`src/rtl/lfr_pkg.sv`:
```
package lfr_pkg;
  typedef enum logic [1:0] {
    ST_IDLE = 2'd0,
    ST_CAPT = 2'd1,
    ST_BUSY = 2'd2
  } lfr_state_e;
endpackage

```
`src/rtl/lfr_sync.sv`:
```
module lfr_sync #(
  parameter int          N       = 3,
  parameter logic [N-1:0] RST_VAL = '0
) (
  input  logic         clk_i,
  input  logic         rst_ni,
  input  logic [N-1:0] async_i,
  output logic [N-1:0] sync_o
);
  for (genvar g = 0; g < N; g++) begin : g_bit
    logic s1_q, s2_q;
    always_ff @(posedge clk_i or negedge rst_ni) begin
      if (!rst_ni) begin
        s1_q <= RST_VAL[g];
        s2_q <= RST_VAL[g];
      end else begin
        s1_q <= async_i[g];
        s2_q <= s1_q;
      end
    end
    assign sync_o[g] = s2_q;
  end
endmodule

```
`src/rtl/lfr_shift.sv`:
```
module lfr_shift #(
  parameter int BYTE_W = 8,
  localparam int BC_W  = $clog2(BYTE_W)
) (
  input  logic              clk_i,
  input  logic              rst_ni,
  input  logic              en_i,
  input  logic              sclk_rise_i,
  input  logic              sdata_i,
  output logic              byte_vld_o,
  output logic [BYTE_W-1:0] byte_o
);
  logic [BYTE_W-1:0] sr_q;
  logic [BC_W-1:0]   cnt_q;
  logic [BYTE_W-1:0] sr_nxt;

  assign sr_nxt = {sr_q[BYTE_W-2:0], sdata_i};

  always_ff @(posedge clk_i or negedge rst_ni) begin
    if (!rst_ni) begin
      sr_q       <= '0;
      cnt_q      <= '0;
      byte_vld_o <= 1'b0;
      byte_o     <= '0;
    end else begin
      byte_vld_o <= 1'b0;
      if (!en_i) begin
        cnt_q <= '0;  // realign on every frame
      end else if (sclk_rise_i) begin
        sr_q  <= sr_nxt;
        cnt_q <= cnt_q + 1'b1;
        if (cnt_q == BC_W'(BYTE_W - 1)) begin
          byte_vld_o <= 1'b1;
          byte_o     <= sr_nxt;
        end
      end
    end
  end

  AST_VLD_IN_FRAME: assert property (@(posedge clk_i) disable iff (!rst_ni)
    byte_vld_o |-> $past(en_i));
  AST_REALIGN: assert property (@(posedge clk_i) disable iff (!rst_ni)
    $fell(en_i) |=> !byte_vld_o);
endmodule

```
`src/rtl/lfr_buf.sv`:
```
module lfr_buf #(
  parameter int DEPTH  = 450,
  parameter int BYTE_W = 8,
  localparam int AW    = $clog2(DEPTH)
) (
  input  logic              clk_i,
  input  logic              we_i,
  input  logic [AW-1:0]     waddr_i,
  input  logic [BYTE_W-1:0] wdata_i,
  input  logic [AW-1:0]     raddr_i,
  output logic [BYTE_W-1:0] rdata_o
);
  logic [BYTE_W-1:0] mem_q [DEPTH];

  always_ff @(posedge clk_i) begin
    if (we_i) mem_q[waddr_i] <= wdata_i;
    rdata_o <= mem_q[raddr_i];
  end
endmodule

```
`src/rtl/lfr_ctrl.sv`:
```
module lfr_ctrl
  import lfr_pkg::*;
#(
  parameter int DEPTH  = 450,
  localparam int AW    = $clog2(DEPTH),
  localparam int CNT_W = $clog2(DEPTH + 1)
) (
  input  logic             clk_i,
  input  logic             rst_ni,
  input  logic             latch_fall_i,
  input  logic             latch_rise_i,
  input  logic             byte_vld_i,
  input  logic             tx_done_i,
  output logic             capt_o,
  output logic             we_o,
  output logic [AW-1:0]    waddr_o,
  output logic             pull_o,
  output logic             frame_ready_o,
  output logic [CNT_W-1:0] count_o
);
  localparam logic [CNT_W-1:0] FULL = CNT_W'(DEPTH);

  lfr_state_e state_q;
  logic [CNT_W-1:0] cnt_q;

  assign capt_o  = (state_q == ST_CAPT);
  assign we_o    = capt_o && byte_vld_i && (cnt_q < FULL);
  assign waddr_o = AW'(cnt_q);
  assign count_o = cnt_q;
  assign pull_o  = (state_q == ST_BUSY);

  always_ff @(posedge clk_i or negedge rst_ni) begin
    if (!rst_ni) begin
      state_q       <= ST_IDLE;
      cnt_q         <= '0;
      frame_ready_o <= 1'b0;
    end else begin
      frame_ready_o <= 1'b0;
      if (we_o) cnt_q <= cnt_q + 1'b1;
      unique case (state_q)
        ST_IDLE: if (latch_fall_i) state_q <= ST_CAPT;
        ST_CAPT: if (latch_rise_i) begin
          if (cnt_q != '0 || we_o) begin
            state_q       <= ST_BUSY;
            frame_ready_o <= 1'b1;
          end else begin
            state_q <= ST_IDLE;
          end
        end
        ST_BUSY: if (tx_done_i) begin
          state_q <= ST_IDLE;
          cnt_q   <= '0;
        end
        default: state_q <= ST_IDLE;
      endcase
    end
  end

  AST_NO_OVERFLOW: assert property (@(posedge clk_i) disable iff (!rst_ni)
    cnt_q <= FULL);
  AST_FULL_HOLD: assert property (@(posedge clk_i) disable iff (!rst_ni)
    (cnt_q == FULL && !tx_done_i) |=> cnt_q == FULL);
  AST_READY_ONE_CYCLE: assert property (@(posedge clk_i) disable iff (!rst_ni)
    frame_ready_o |=> !frame_ready_o);
  AST_READY_NONEMPTY: assert property (@(posedge clk_i) disable iff (!rst_ni)
    frame_ready_o |-> (cnt_q != '0 && pull_o));
  AST_RELEASE_ON_DONE: assert property (@(posedge clk_i) disable iff (!rst_ni)
    $fell(pull_o) |-> ($past(tx_done_i) && cnt_q == '0));
  AST_BUSY_COUNT_STABLE: assert property (@(posedge clk_i) disable iff (!rst_ni)
    (pull_o && !tx_done_i) |=> $stable(cnt_q));
endmodule

```
`src/rtl/latch_frame_rx.sv`:
```
module latch_frame_rx #(
  parameter int DEPTH  = 450,
  parameter int BYTE_W = 8,
  localparam int AW    = $clog2(DEPTH),
  localparam int CNT_W = $clog2(DEPTH + 1)
) (
  input  logic              clk_i,
  input  logic              rst_ni,
  input  logic              sclk_i,
  input  logic              sdata_i,
  input  logic              latch_i,
  output logic              latch_pull_o,
  output logic              frame_ready_o,
  output logic [CNT_W-1:0]  byte_count_o,
  input  logic [AW-1:0]     rd_addr_i,
  output logic [BYTE_W-1:0] rd_data_o,
  input  logic              tx_done_i
);
  logic [2:0] sync;
  logic sclk_s, sdata_s, latch_s;
  logic sclk_p_q, latch_p_q;
  logic sclk_rise, latch_rise, latch_fall;
  logic capt, byte_vld, we;
  logic [BYTE_W-1:0] byte_d;
  logic [AW-1:0] waddr;

  lfr_sync #(.N(3), .RST_VAL(3'b100)) u_sync (
    .clk_i  (clk_i),
    .rst_ni (rst_ni),
    .async_i({latch_i, sdata_i, sclk_i}),
    .sync_o (sync)
  );
  assign {latch_s, sdata_s, sclk_s} = sync;

  always_ff @(posedge clk_i or negedge rst_ni) begin
    if (!rst_ni) begin
      sclk_p_q  <= 1'b0;
      latch_p_q <= 1'b1;
    end else begin
      sclk_p_q  <= sclk_s;
      latch_p_q <= latch_s;
    end
  end

  assign sclk_rise  = sclk_s & ~sclk_p_q;
  assign latch_rise = latch_s & ~latch_p_q;
  assign latch_fall = ~latch_s & latch_p_q;

  lfr_shift #(.BYTE_W(BYTE_W)) u_shift (
    .clk_i      (clk_i),
    .rst_ni     (rst_ni),
    .en_i       (capt),
    .sclk_rise_i(sclk_rise),
    .sdata_i    (sdata_s),
    .byte_vld_o (byte_vld),
    .byte_o     (byte_d)
  );

  lfr_ctrl #(.DEPTH(DEPTH)) u_ctrl (
    .clk_i        (clk_i),
    .rst_ni       (rst_ni),
    .latch_fall_i (latch_fall),
    .latch_rise_i (latch_rise),
    .byte_vld_i   (byte_vld),
    .tx_done_i    (tx_done_i),
    .capt_o       (capt),
    .we_o         (we),
    .waddr_o      (waddr),
    .pull_o       (latch_pull_o),
    .frame_ready_o(frame_ready_o),
    .count_o      (byte_count_o)
  );

  lfr_buf #(.DEPTH(DEPTH), .BYTE_W(BYTE_W)) u_buf (
    .clk_i  (clk_i),
    .we_i   (we),
    .waddr_i(waddr),
    .wdata_i(byte_d),
    .raddr_i(rd_addr_i),
    .rdata_o(rd_data_o)
  );

  AST_RESET_IDLE: assert property (@(posedge clk_i)
    $rose(rst_ni) |-> (!latch_pull_o && byte_count_o == '0));
  AST_START_ON_FALL: assert property (@(posedge clk_i) disable iff (!rst_ni)
    $rose(capt) |-> $past(latch_fall));
endmodule

```
`config.mk`:
```
export PLATFORM = sky130hd
export DESIGN_NAME = latch_frame_rx
export DESIGN_NICKNAME = d
export VERILOG_FILES = /design/src/rtl/lfr_pkg.sv /design/src/rtl/lfr_sync.sv /design/src/rtl/lfr_shift.sv /design/src/rtl/lfr_buf.sv /design/src/rtl/lfr_ctrl.sv /design/src/rtl/latch_frame_rx.sv
export SDC_FILE = /design/constraint.sdc
export NUM_CORES = 2
export LEC_CHECK = 0
export BUFFER_PORTS_ARGS = -buffer_cell sky130_fd_sc_hd__buf_2
export CAP_MARGIN = 10
export CORE_AREA = 2 2 573 717
export CTS_CLUSTER_DIAMETER = 120
export DETAILED_ROUTE_END_ITERATION = 10
export DIE_AREA = 0 0 575 719
export GPL_ROUTABILITY_DRIVEN = 0
export GPL_TIMING_DRIVEN = 0
export MAX_ROUTING_LAYER = met4
export PLACE_DENSITY = 0.54
export SKIP_LAST_GASP = 1
export SLEW_MARGIN = 20
export SYNTH_ARGS = -nofsm -noshare
export SYNTH_HDL_FRONTEND = slang
export SYNTH_HIERARCHICAL = 1
export SYNTH_SLANG_ARGS = --single-unit
```
`constraint.sdc`:
```
create_clock -name clk_i -period 9.58 [get_ports clk_i]
set_input_delay 2.874 -clock clk_i [delete_from_list [all_inputs] [get_ports clk_i]]
set_output_delay 2.874 -clock clk_i [all_outputs]
set_load 0.03 [all_outputs]
```
==> flow_summary_export.csv <==
group,metric,value,unit
run_status,status,"complete, but fails checks",
run_status,violations,"DRC, capacitance limit, setup timing",
critical_path,r2r_slack,4140,ps
grt,grt_pass1_vias,76530,
cts,worstSkewPairLatency,960,ps
yosys,synth_edf_count,3600,
critical_path,crit_required,10370,ps
cts,cts_root_buf,"clkbuf_16",
sta,tns,-636.1,ps
critical_path,r2r_end,"u_buf/mem_q[211][3]",
yosys,yosysMostFrequentCell,"edfxtp_1",
sta,worst_slack,-248.7,ps
drt,routed_wl,662900,um
pwr,pwr-share-seq,0.526,
floorplanning,die_x,575,um
critical_path,worst-path-stages,12,
cts,numCtsBuffers,360,
grt,grt_pass1_wl,829600,um
cts,ctsHtreeMaxLevel,5,
yosys,synthTopCellsByCount,"edfxtp_1, mux4_2, nor2_1, mux2i_1, clkbuf_1",
critical_path,cp_top_family,"buffers and inverters",
critical_path,reg2reg_depth,7,
finish,fin_area,164400,um^2
grt,grt_overflow,0,
yosys,synth_top_area_frac,0.7625,
cts,cts_resized,0,
placed_design,dp_hpwl,451400,um
floorplanning,start_util,0.3488,
sta,finClkSkew,65.94,ps
finish,stdcell_count,12840,
critical_path,critical_path.reg2reg.startpoint,"u_ctrl/count_o[5]",
yosys,syn_area_per_cell,21.95,um^2
critical_path,crit_path_cell_trace,"buf_2, buf_2, buf_2, buf_2, buf_2, buf_12, buf_2, mux2i_1, a221oi_1, a2111oi_2, buf_2, o22ai_1",
floorplanning,core,406500,um^2
yosys,synth_area,141800,um^2
floorplanning,pin_count,34,
placed_design,post-place-ws,-476.7,ps
drt,drc,1,
critical_path,critPathCapture,"u_buf/rdata_o[0]",
placed_design,portBuffers,28,
drt,initialDrtViolationCount,17710,
floorplanning,die_h,719,um
pwr,power_frac_clock,0.421,
grt,grt_util_all_layers,0.3252,
drt,final_antenna_net_count,0,
finish,fillers,35960,
pwr,p_sw_frac,0.2330,
yosys,synth_area_leader_cell,"edfxtp_1",
run,drv_cap,1,
floorplanning,num_rows,262,
drt,viasPerCell,6.520,
pwr,power.total,32.88,mW
yosys,synth.distinct_cells,80,
pwr,p_leak,46.01,nW
cts,clkSinkCount,3647,
cts,post_cts_buffers,0,
sta,worst_pin_slew,1451,ps
critical_path,setup.worst_path.start,"rd_addr_i[4]",
floorplanning,design.die.area,413400,um^2
sta,fmax,0.1017,GHz
critical_path,critPathBufInv,8,
sta,drv_slew,0,
sta,rsz0062_at_grt,"no",
finish,drive_above_1_share,0.2887,
yosys,yosys_warnings,6,
finish,area_growth,15.93,%
finish,fin_util,0.4043,
critical_path,max_stage_delay,1120,ps
sta,finalCritPeriodShare,1.026,
grt,antenna_found_initial,114,
pwr,ir_drop,0.1408,mV
placed_design,placed_cell_area,152900,um^2
yosys,synth_nets,6478,
drt,vias,83720,
sta,hold_viol,0,
yosys,synthCells,6459,
drt,wl_per_cell,51.63,um
critical_path,cp-end-kind,"flip-flop",
pwr,combPwrFrac,0.053,
cts,cts_tree,"yes",
grt,grt_max_degree,81,
drt,first_pass_iters,9,
sta,worst_hold_slack,355.5,ps
critical_path,cpMostUsedCell,"buf_2",
critical_path,critPathArrivalTime,10610,ps
pwr,intPower,25.22,mW
yosys,synthTopCellsByArea,"edfxtp_1, mux4_2, mux2i_1",
critical_path,crit_path_top_delay_cell,"a221oi_1",
cts,cts_buffer_depth,4,
critical_path,critPathKind,"input port to flip-flop",
yosys,ys_async_sr_fraction,0.01069,
yosys,ys_seq_elements,3647,
critical_path,crit_fanout,11,
finish,layout.nets,7030,
yosys,synth_flop_cell,"edfxtp_1",
pwr,power.switching,7.662,mW
yosys,ys_seq_area_frac,0.7706,
hold_path,hold_class,"flip-flop to flip-flop",
sta,setup_violations,4,
sta,period_minus_slack,9829,ps
placed_design,dp.cells,12060,
pwr,power_density,200.1,nW/um^2
sta,slew_headroom,0.007921,
critical_path,startpoint_type,"input port",
cts,path_clk_slew,70,ps
cts,hold_buffers,0,
==> state kept, by name (all words and copies together), names as in the netlist <==
register and flops:
u_shift/byte_o 8, u_shift/sr_q 7, u_sync/g_bit.s2_q 3, u_buf/rdata_o 8, latch_p_q 1, u_buf/mem_q 3600
u_shift/byte_vld_o 1, u_ctrl/frame_ready_o 1, u_sync/g_bit.s1_q 3, u_ctrl/count_o 9, u_ctrl/state_q 2, sclk_p_q 1
u_shift/cnt_q 3
==> cells in the final DEF, fill, tap and decap left out, types with 62 or more instances in the layout <==
cell type and count:
buf_4 84, clkbuf_2 95, o22ai_1 62, nand2_1 128
edfxtp_1 3600, nor2_1 491, clkbuf_1 130, mux2_2 70
clkbuf_16 365, mux4_2 945, clkinv_1 87, mux2i_1 195
buf_16 78, buf_12 78, diode_2 134, buf_2 121
==> area by class of cell <==
| class | instances | area, um^2 | area share |
|---|---|---|---|
| Sequential cell | 3647 | 109300 | 0.6649 |
| Multi-Input combinational cell | 2401 | 30410 | 0.1851 |
| Clock buffer | 446 | 9478 | 0.05767 |
| Tap cell | 5412 | 6771 | 0.04120 |
| Timing Repair Buffer | 190 | 3891 | 0.02368 |
| Buffer | 397 | 2527 | 0.01538 |
| Clock inverter | 199 | 1610 | 0.009798 |
| Antenna cell | 134 | 335.3 | 0.002040 |
| Inverter | 14 | 52.55 | 0.0003197 |
==> power by group through the flow <==
stage | clock, mW | combinational (mW) | sequential, mW
after floorplan | 0 | 0.528 | 17.6
after CTS | 13.8 | 1.61 | 17.3
final | 13.9 | 1.74 | 17.3
after detailed placement | 0 | 1.61 | 17.6
after global placement | 0 | 1.53 | 17.6
after global routing | 14.4 | 1.63 | 17.3
==> worst min path at each step <==
stage	from	end	slack [ps]	cells past startpoint
floorplan	u_sync/g_bit[0].s1_q	u_sync/g_bit[0].s2_q	330	0
global placement	u_sync/g_bit[1].s1_q	u_sync/g_bit[1].s2_q	340	0
detailed placement	u_sync/g_bit[0].s1_q	u_sync/g_bit[0].s2_q	350	0
finish	u_sync/g_bit[0].s1_q	u_sync/g_bit[0].s2_q	360	0
CTS	u_sync/g_bit[0].s1_q	u_sync/g_bit[0].s2_q	360	0
global route	u_sync/g_bit[2].s1_q	u_sync/g_bit[2].s2_q	370	0
==> layer usage <==
layer	share of wire	up-vias	GRT usage
li1	-	28380	-
met1	0.31	44930	0.3534
met2	0.44	8098	0.4575
met3	0.14	2310	0.1189
met4	0.11	0	0.3096
met5	0	-	-
==> kinds of logic (layout without fill, tap and decap cells) <==
logic type,Yosys count,in the layout,synth area share
AO/OA/AOI/OAI,365,365,0.01841
XOR/XNOR,1,1,0.00006179
adder cells (fa/ha/maj),4,4,0.0003530
buffers and inverters,411,1246,0.01619
flip-flops,3647,3647,0.7706
multiplexers,1214,1214,0.1698
other,0,134,0
AND/OR/NAND/NOR,817,817,0.02466
Power figures use the tool's default switching activity.
